## src/rtl/lut_fsm_pkg.sv

```systemverilog
package lut_fsm_pkg;

  // Output field of the default image for table address a
  function automatic int unsigned dflt_out(int unsigned a, int unsigned out_w);
    return (a * 5 + 3) & ((32'd1 << out_w) - 32'd1);
  endfunction

  // Next-state field of the default image: state + input + 1, wrapped
  function automatic int unsigned dflt_next(int unsigned a, int unsigned st_w);
    int unsigned st;
    int unsigned iv;
    if (st_w == 0) return 0;
    st = a & ((32'd1 << st_w) - 32'd1);
    iv = a >> st_w;
    return (st + iv + 1) & ((32'd1 << st_w) - 32'd1);
  endfunction

  // Whole word: {outputs, next state}
  function automatic int unsigned dflt_word(int unsigned a, int unsigned out_w,
                                            int unsigned st_w);
    return (dflt_out(a, out_w) << st_w) | dflt_next(a, st_w);
  endfunction

endpackage

```

## src/rtl/lut_fsm_addr.sv

```systemverilog
module lut_fsm_addr #(
  parameter int IN_W = 2,
  parameter int ST_W = 2,
  parameter int SW   = 2,
  parameter int AW   = 4
) (
  input  logic [IN_W-1:0] in_i,
  input  logic [SW-1:0]   st_i,
  output logic [AW-1:0]   addr_o
);
  generate
    if (ST_W == 0) begin : g_comb
      assign addr_o = in_i;
    end else begin : g_seq
      // state bits in the least significant positions
      assign addr_o = {in_i, st_i};
    end
  endgenerate
endmodule

```

## src/rtl/lut_fsm_table.sv

```systemverilog
module lut_fsm_table
  import lut_fsm_pkg::*;
#(
  parameter int AW    = 4,
  parameter int DW    = 5,
  parameter int OUT_W = 3,
  parameter int ST_W  = 2
) (
  input  logic          clk,
  input  logic          rst,
  input  logic          wr_en,
  input  logic [AW-1:0] wr_addr,
  input  logic [DW-1:0] wr_data,
  input  logic [AW-1:0] rd_addr,
  output logic [DW-1:0] rd_data
);
  localparam int DEPTH = 2 ** AW;

  logic [DW-1:0] mem [DEPTH];

  always_ff @(posedge clk) begin
    if (rst) begin
      for (int i = 0; i < DEPTH; i++)
        mem[i] <= DW'(dflt_word(i, OUT_W, ST_W));
    end else if (wr_en) begin
      mem[wr_addr] <= wr_data;
    end
  end

  // Read is combinational; the register downstream samples it
  assign rd_data = mem[rd_addr];
endmodule

```

## src/rtl/lut_fsm_reg.sv

```systemverilog
module lut_fsm_reg #(
  parameter int OUT_W      = 3,
  parameter int ST_W       = 2,
  parameter int SW         = 2,
  parameter int DW         = 5,
  parameter int INIT_STATE = 1
) (
  input  logic             clk,
  input  logic             rst,
  input  logic [DW-1:0]    word_i,
  output logic [OUT_W-1:0] out_q,
  output logic [SW-1:0]    state_q
);
  generate
    if (ST_W == 0) begin : g_comb
      always_ff @(posedge clk) begin
        if (rst) out_q <= '0;
        else     out_q <= word_i[OUT_W-1:0];
      end
      assign state_q = '0;
    end else begin : g_seq
      always_ff @(posedge clk) begin
        if (rst) begin
          out_q   <= '0;
          state_q <= SW'(INIT_STATE);
        end else begin
          {out_q, state_q} <= word_i;
        end
      end
    end
  endgenerate
endmodule

```

## src/rtl/lut_fsm.sv

```systemverilog
module lut_fsm #(
  parameter int IN_W       = 2,
  parameter int ST_W       = 2,
  parameter int OUT_W      = 3,
  parameter int INIT_STATE = 1,
  localparam int AW = IN_W + ST_W,
  localparam int DW = OUT_W + ST_W,
  localparam int SW = (ST_W > 0) ? ST_W : 1
) (
  input  logic             clk,
  input  logic             rst,
  input  logic [IN_W-1:0]  in_i,
  input  logic             wr_en,
  input  logic [AW-1:0]    wr_addr,
  input  logic [DW-1:0]    wr_data,
  output logic [OUT_W-1:0] out_o,
  output logic [SW-1:0]    state_o
);
  // Named internal events for the checker
  logic [AW-1:0] look_addr;
  logic [DW-1:0] look_word;

  lut_fsm_addr #(.IN_W(IN_W), .ST_W(ST_W), .SW(SW), .AW(AW)) u_addr (
    .in_i   (in_i),
    .st_i   (state_o),
    .addr_o (look_addr)
  );

  lut_fsm_table #(.AW(AW), .DW(DW), .OUT_W(OUT_W), .ST_W(ST_W)) u_table (
    .clk     (clk),
    .rst     (rst),
    .wr_en   (wr_en),
    .wr_addr (wr_addr),
    .wr_data (wr_data),
    .rd_addr (look_addr),
    .rd_data (look_word)
  );

  lut_fsm_reg #(.OUT_W(OUT_W), .ST_W(ST_W), .SW(SW), .DW(DW),
                .INIT_STATE(INIT_STATE)) u_reg (
    .clk     (clk),
    .rst     (rst),
    .word_i  (look_word),
    .out_q   (out_o),
    .state_q (state_o)
  );
endmodule

```

## config.mk

```make
export PLATFORM = sky130hd
export DESIGN_NAME = lut_fsm
export DESIGN_NICKNAME = d
export VERILOG_FILES = /design/src/rtl/lut_fsm_pkg.sv /design/src/rtl/lut_fsm_addr.sv /design/src/rtl/lut_fsm_table.sv /design/src/rtl/lut_fsm_reg.sv /design/src/rtl/lut_fsm.sv
export SDC_FILE = /design/constraint.sdc
export NUM_CORES = 1
export LEC_CHECK = 0
export CAP_MARGIN = 10
export CORE_MARGIN = 2
export CORE_UTILIZATION = 50
export DETAILED_ROUTE_END_ITERATION = 10
export DONT_BUFFER_PORTS = 1
export PLACE_DENSITY_LB_ADDON = 0.25
export SYNTH_ARGS = -nofsm -noshare
export SYNTH_HDL_FRONTEND = slang
export SYNTH_SLANG_ARGS = --single-unit
```

## constraint.sdc

```tcl
create_clock -name clk -period 3.1 [get_ports clk]
set_input_delay 0.93 -clock clk [delete_from_list [all_inputs] [get_ports clk]]
set_output_delay 0.93 -clock clk [all_outputs]
set_load 0.02 [all_outputs]
```

Word-level counts from Yosys, hierarchy flattened --
Memories as Yosys holds them, arrays and structs flattened. A register that Yosys moved wholly into a read port is not among the register bits. Index checks and enable logic that the tools add are counted.
Word-level totals: output and inout bits 5, memories kept 1, logic and storage cells 10, bits in registers 0, RAM bits 80, input bits 14
Memory list:
- u_table.mem | words 16, bits a word 5, read ports 1, clocked after memory_dff 1, write ports 16, RTL line lut_fsm_table.sv:19 | logic [DW-1:0] mem [DEPTH];
Operators by class: muxes and demuxes 8, reduce and logical (&&, ||, !) cells 1
Operators by type and width (number):
- 1-bit two-way mux | 6
- 5-bit two-way mux | 1
- 5-bit OR reduction | 1
- 4-bit two-way mux | 1

Logic depth before layout (Yosys ltp) --
Gate-level depths: netlist of the first run.
depth after elaboration 5, gate-level depth with buffers 4, gate-level depth less buffers 3

Cells and area by module --
From an unflattened synthesis of the first run, not the netlist that was laid out.
Second synthesis, totals: cell total of the unflattened synthesis 279, area, all modules 3882.5 sq um
By module, submodules not included:
- lut_fsm_table | seq. area each 2402.3 sq um, area each 3711.1 sq um, times used 1, cells each 265
- lut_fsm_reg | seq. area each 100.1 sq um, area each 141.4 sq um, times used 1, cells each 10
- lut_fsm_addr | seq. area each 0.0 sq um, area each 30.0 sq um, times used 1, cells each 4

Least setup slack after synthesis of the first run --
OpenSTA, ideal clock, no wires.
path kind in2reg, start input port rst, end memory u_table.mem[3][0], enable pin, setup time 300 ps, path slack 1065 ps, required time 2800 ps, buffers on the path 0, stages on the path 3, arrival 1734 ps, cell sequence nand4b_1 nor3_1 or2_2
RTL lines:
- from (decl) | RTL line lut_fsm.sv:11 | input logic rst,
- to (decl) | RTL line lut_fsm_table.sv:19

==> metrics.csv, run 1 <==
metric;value;unit
outcome;finished clean;
final_layout_size_suffix_gt1_share;20.7;%
synthDistinctLibCells;28;
drtIter0Drc;166;
drv_cap;0;
die_h;91.9;um
r2r-start;u_reg.state_q[0];
port_buffers;0;
leakagePower;1.34;nW
power_density;586;mW/mm^2
antenna_found_initial;0;
holdBufCountCts;0;
clk_latency;350;ps
tightest_slew;711;ps
endpoint_kind;flop;
ant_nets;0;
busiest_layer;met2;
place_ws;760;ps
worstPathRequired;3340;ps
post_cts_buffers;0;
ios;19;
dieArea;0.00844;mm^2
dp_hpwl;5.46;mm
timing.rr.end;u_reg.out_q[1];
min_period_over_period;63.2;%
grt_overflow;0;
hold_start;rst;
synth_xor_area_share;0;%
placedCellCount;357;
synth_area;0.00386;mm^2
clock_sink_count;85;
h-tree-depth;3;
path_max_fanout;20;
synth_top_family_by_area;simple AND/OR/NAND/NOR gates;
initial_core_util;50.8;%
post_cts_resized;0;
syn_area_per_cell;14.4;um^2
relSlewSlack;52.5;%
cts_tree;done;
final_nets;280;
fin_tns_setup;0;ps
drv_slew;0;
skew;10.3;ps
peakVddDrop;251;uV
grt_util_met3;3.04;%
whs;683;ps
cts_buffer_depth;2;
grt_first_pass_wirelength;13.1;mm
core_area;0.00761;mm^2
synthAdderAreaFrac;0;%
reg2reg_depth;4;
ys_ff_latch;85;
r2r_slack;1140;ps
grtUsageMet1;30.7;%
max_freq;0.511;GHz
rsz0062_at_grt;no;
wl_per_cell;21.6;um
setup_viol;0;
grt_max_degree;26;
cts_root_buf;clkbuf_8;
worstHoldPathCells;2;
synth-compound-area-share;1.88;%
cp_cell_sequence;buf_4 > mux4_2 > a22oi_1 > nand2_1;
diodes;0;
worst_path_max_delay_cell;mux4_2;
numCtsBuffers;9;
yosys.area_share.simple;19.5;%
synth_nets;282;
track_usage;21.3;%
yosys_warnings;0;
synth_mux_area_share;11.7;%
drt-vias-per-instance;5.77;
min_path_type;primary input to flop;
first_pass_iters;4;
area_growth;7.84;%
globalRouteMet2Util;33.4;%
worstPathArrival;2200;ps
vias;2153;
fin_cells;373;
slowest_delay;600;ps
fp-row-count;32;
clk_pin_slew;80;ps
hold_path_end;u_reg.state_q[0];
drcViolationCount;0;
totalWireLength;8.07;mm
layout_commonest_cell;edfxtp_1;
hold_viol;0;
setup.worst_path.start_class;flop;
timing.final.crit_period;1960;ps
fp.dieW;91.9;um
p_total;2.44;mW
yosysSeqAreaShare;64.8;%
layout_common_cells;80 x edfxtp_1, 22 x nand2_1, 20 x mux4_2, 18 x or2_2, 17 x nand2b_1;
synth_cells;268;
gp_congestion;0.763;
first_global_vias;2283;
layout_setup_ws;1140;ps
criticalPathCategory;flop to flop;
-- cell families (layout without fill, tap and decap cells) --
| group | count (synthesis) | count (layout) |
|---|---|---|
| muxes | 20 | 20 |
| DFF | 85 | 85 |
| AOI/OAI and AO/OA | 10 | 10 |
| and+or+nand+nor | 133 | 133 |
| buffers and inverters | 20 | 23 |
-- through the flow --
step / area [um^2] / utilization (%)
floorplan: 3860 / -
global placement: 3950 / 51.9
detailed placement: 3950 / 51.9
CTS: 4170 / 54.8
global route: 4170 / 54.8
finish: 4170 / 54.8
-- registers in the layout, summed over array words and instances, names as in the netlist --
signal,cells
u_table.mem,80
u_reg.state_q,2
u_reg.out_q,3
-- where the power goes --
part           switching, mW  internal, mW
clock                  0.380         0.474
sequential            0.0340          1.32
combinational          0.122         0.109
total                  0.537          1.91
-- cell type report --
class	instances	area, um^2
timing repair buffer	4	30.0
clock inverter	4	71.3
clock buffer	12	145
fill	633	3440
inverter	3	11.3
multi-input combinational	163	1280
tap	102	128
sequential	85	2500
-- worst max-delay path: cells and delay by family, from the launching register on --
kind | cells | cell delay, ps
buffers and inverters | 1 | 410
muxes | 1 | 600
DFF | 1 | 450
and+or+nand+nor | 1 | 80
AOI/OAI and AO/OA | 1 | 300
-- cell usage after synthesis --
library cell	instances	area share, %
nand3_1	3	0.39
edfxtp_1	80	62
nand2_1	22	2.1
nand4bb_1	2	0.58
mux4_2	20	12
buf_4	1	0.19
and3_1	2	0.32
a22oi_1	8	1.6
o21bai_1	1	0.19
nand2b_1	17	2.8
dfxtp_1	5	2.6
nand4_1	1	0.16
nor3b_1	2	0.39
nand4b_1	1	0.23
nor3_1	15	1.9
nor4b_4	1	0.62
a21oi_1	1	0.13
and2_1	16	2.6
nand3b_1	4	0.78
clkbuf_1	11	1.1
buf_2	3	0.39
inv_1	3	0.29
or3_1	7	1.1
buf_1	2	0.19
and3b_1	1	0.23
nor2_1	16	1.6
or2_2	18	2.9
nor4_1	5	0.81
-- layer usage --
| metal | wire (um) | vias to the layer above |
|---|---|---|
| li1 | - | 1006 |
| met1 | 3560 | 1078 |
| met2 | 3930 | 58 |
| met3 | 432 | 11 |
| met4 | 147 | 0 |
| met5 | 0 | - |
-- how the worst max path moves through the flow --
stage / cells after the start / slack [ps] / start / endpoint
2_1_floorplan: 3 / 1070 / rst / u_table.mem[3][0]
3_3_place_gp: 3 / 810 / rst / u_table.mem[3][4]
3_5_place_dp: 3 / 760 / rst / u_table.mem[3][3]
4_1_cts: 4 / 1100 / u_reg.state_q[0] / u_reg.out_q[1]
5_1_grt: 3 / 950 / rst / u_table.mem[3][3]
6_report: 4 / 1140 / u_reg.state_q[0] / u_reg.out_q[1]
Power figures use the tool's default switching activity.
==> inputs of run 2 (changes only) <==
==> constraint.sdc (replaced) <==
create_clock -name clk -period 1.62 [get_ports clk]
set_input_delay 0.486 -clock clk [delete_from_list [all_inputs] [get_ports clk]]
set_output_delay 0.486 -clock clk [all_outputs]
set_load 0.02 [all_outputs]
==> run 2 against run 1 <==
Combinational power is 130% higher; final area rose by 5.3%; sequential power grew 91%; global-route usage rose by 0.70 points; clock-buffer cell count stayed put; register-to-register slack worse by 1100 ps; critical path depth decreased by 2; die area unchanged; hold slack worse by 430 ps; clock skew shrank 1.5 ps.
==> metrics.csv, run 2 (synthesis gave the netlist of run 1 again) <==
metric;value;unit
setup.worst_path.start_class;flop;
drv_cap;0;
min_period_over_period;97.2;%
drtIter0Drc;240;
p_total;4.62;mW
clock_sink_count;85;
power_density;1050;mW/mm^2
ant_nets;0;
globalRouteMet2Util;35.0;%
criticalPathCategory;flop to output port;
top_regs;u_table.mem (80), u_reg.out_q (3), u_reg.state_q (2);
timing.rr.end;u_reg.out_q[1];
final_layout_size_suffix_gt1_share;29.4;%
grtUsageMet1;29.8;%
worstHoldPathCells;2;
max_freq;0.635;GHz
drv_slew;0;
worstPathRequired;1130;ps
die_h;91.9;um
layout_commonest_cell;edfxtp_1;
port_buffers;0;
first_pass_iters;4;
timing.final.crit_period;1570;ps
wl_per_cell;21.0;um
gp_congestion;0.765;
place_area;0.00413;mm^2
skew;8.84;ps
nFillCells;610;
reg2reg_depth;4;
drt-vias-per-instance;5.71;
regArea;0.00251;mm^2
p_comb_share;11.7;%
path_max_fanout;11;
core_area;0.00761;mm^2
hold_start;rst;
grt_util_met3;6.57;%
power.internal;3.56;mW
layout_common_cells;80 x edfxtp_1, 23 x buf_4, 22 x nand2_1, 20 x mux4_2, 18 x or2_2;
relSlewSlack;57.8;%
rsz0062_at_grt;no;
endpoint_kind;output port;
diodes;0;
clk_pin_slew;80;ps
placedCellCount;378;
leakagePower;1.46;nW
numCtsBuffers;9;
r2r_slack;90;ps
hold_path_end;u_reg.state_q[0];
clkPwrFrac;32.1;%
clk_latency;360;ps
seqPwrFrac;56.3;%
first_global_vias;2385;
vias;2257;
cts_tree;done;
dieArea;0.00844;mm^2
grt_overflow;0;
peakVddDrop;621;uV
h-tree-depth;3;
totalWireLength;8.29;mm
fin_cells;395;
hold_viol;0;
area_growth;13.5;%
outcome;finished clean;
cts_buffer_depth;2;
track_usage;22.0;%
top_register;u_table.mem;
fp.dieW;91.9;um
cts_root_buf;clkbuf_8;
fin_tns_setup;0;ps
grt_max_degree;26;
fp-row-count;32;
min_path_type;primary input to flop;
netSwitchingFraction;23.0;%
drcViolationCount;0;
setup_viol;0;
p_sw;1.06;mW
ios;19;
grt_first_pass_wirelength;13.3;mm
final_nets;302;
initial_core_util;50.8;%
worstPathArrival;1090;ps
busiest_layer;met2;
r2r-start;u_reg.state_q[0];
final_area;0.00439;mm^2
final_util;57.6;%
multiInputGateArea;0.00131;mm^2
antenna_found_initial;0;
post_cts_buffers;0;
tightest_slew;631;ps
dp_hpwl;5.54;mm
largest_reg_flops;80;
## run 2: changes by cell type in the layout (fill, tap and decap cells not counted), sizes merged
cell    before  now
buf          4   26
bufinv       2    1
clkinv       1    2
## run 2: cell type report
type                    count  area share, %
flip-flops and latches     85           57.1
multi-input cells         163           29.8
repair buffers             26           5.48
clock buffers              12           3.31
well taps                 102           2.91
clock inverters             4           1.08
inverters                   3          0.257
## run 2: worst max-delay path, stage by stage (launching register included)
cell and delay (ps):
dfxtp_4 400, buf_12 170, buf_4 160
## run 2: worst max path at each step
stage / from / endpoint / slack [ps] / depth (start not counted)
6_report: u_reg.state_q[0] / state_o[0] / 50 / 2
5_1_grt: u_reg.state_q[0] / state_o[0] / 2 / 2
4_1_cts: u_reg.state_q[0] / u_reg.out_q[0] / 20 / 4
3_5_place_dp: wr_addr[0] / u_table.mem[4][2] / -60 / 3
3_3_place_gp: wr_addr[0] / u_table.mem[4][2] / -10 / 3
2_1_floorplan: rst / u_table.mem[3][0] / 30 / 3
## run 2: layer usage
metal | up-vias | part of all wire (%)
met4 | 0 | 1.5
met1 | 1143 | 44
met5 | - | 0
met2 | 56 | 50
met3 | 11 | 5.4
li1 | 1047 | -
## run 2: what timing repair did
| action | 4_1_cts | 5_1_grt |
|---|---|---|
| pin swaps | 0 | 0 |
| setup endpoints to repair | 3 | 5 |
| cloned | 1 | 0 |
| hold buffers | 0 | 0 |
| gates resized for setup | 3 | 6 |
| endpoints found under the hold margin | 0 | 0 |
## run 2: through the flow
| stage | hold slack [ps] | setup WS [ps] |
|---|---|---|
| 4_1_cts | 244 | 17.2 |
| 3_3_place_gp | 613 | -9.70 |
| 5_1_grt | 258 | 1.70 |
| 3_5_place_dp | 622 | -63.6 |
| 6_report | 250 | 45.8 |
| 2_1_floorplan | 635 | 29.4 |
## run 2: power by group through the flow
stage | Clock (mW) | Combinational [mW] | Sequential, mW
after global routing | 1.58 | 0.576 | 2.61
after floorplan | 0 | 0.359 | 2.63
final | 1.48 | 0.540 | 2.60
after global placement | 0 | 0.493 | 2.64
after CTS | 1.50 | 0.541 | 2.60
after detailed placement | 0 | 0.500 | 2.64
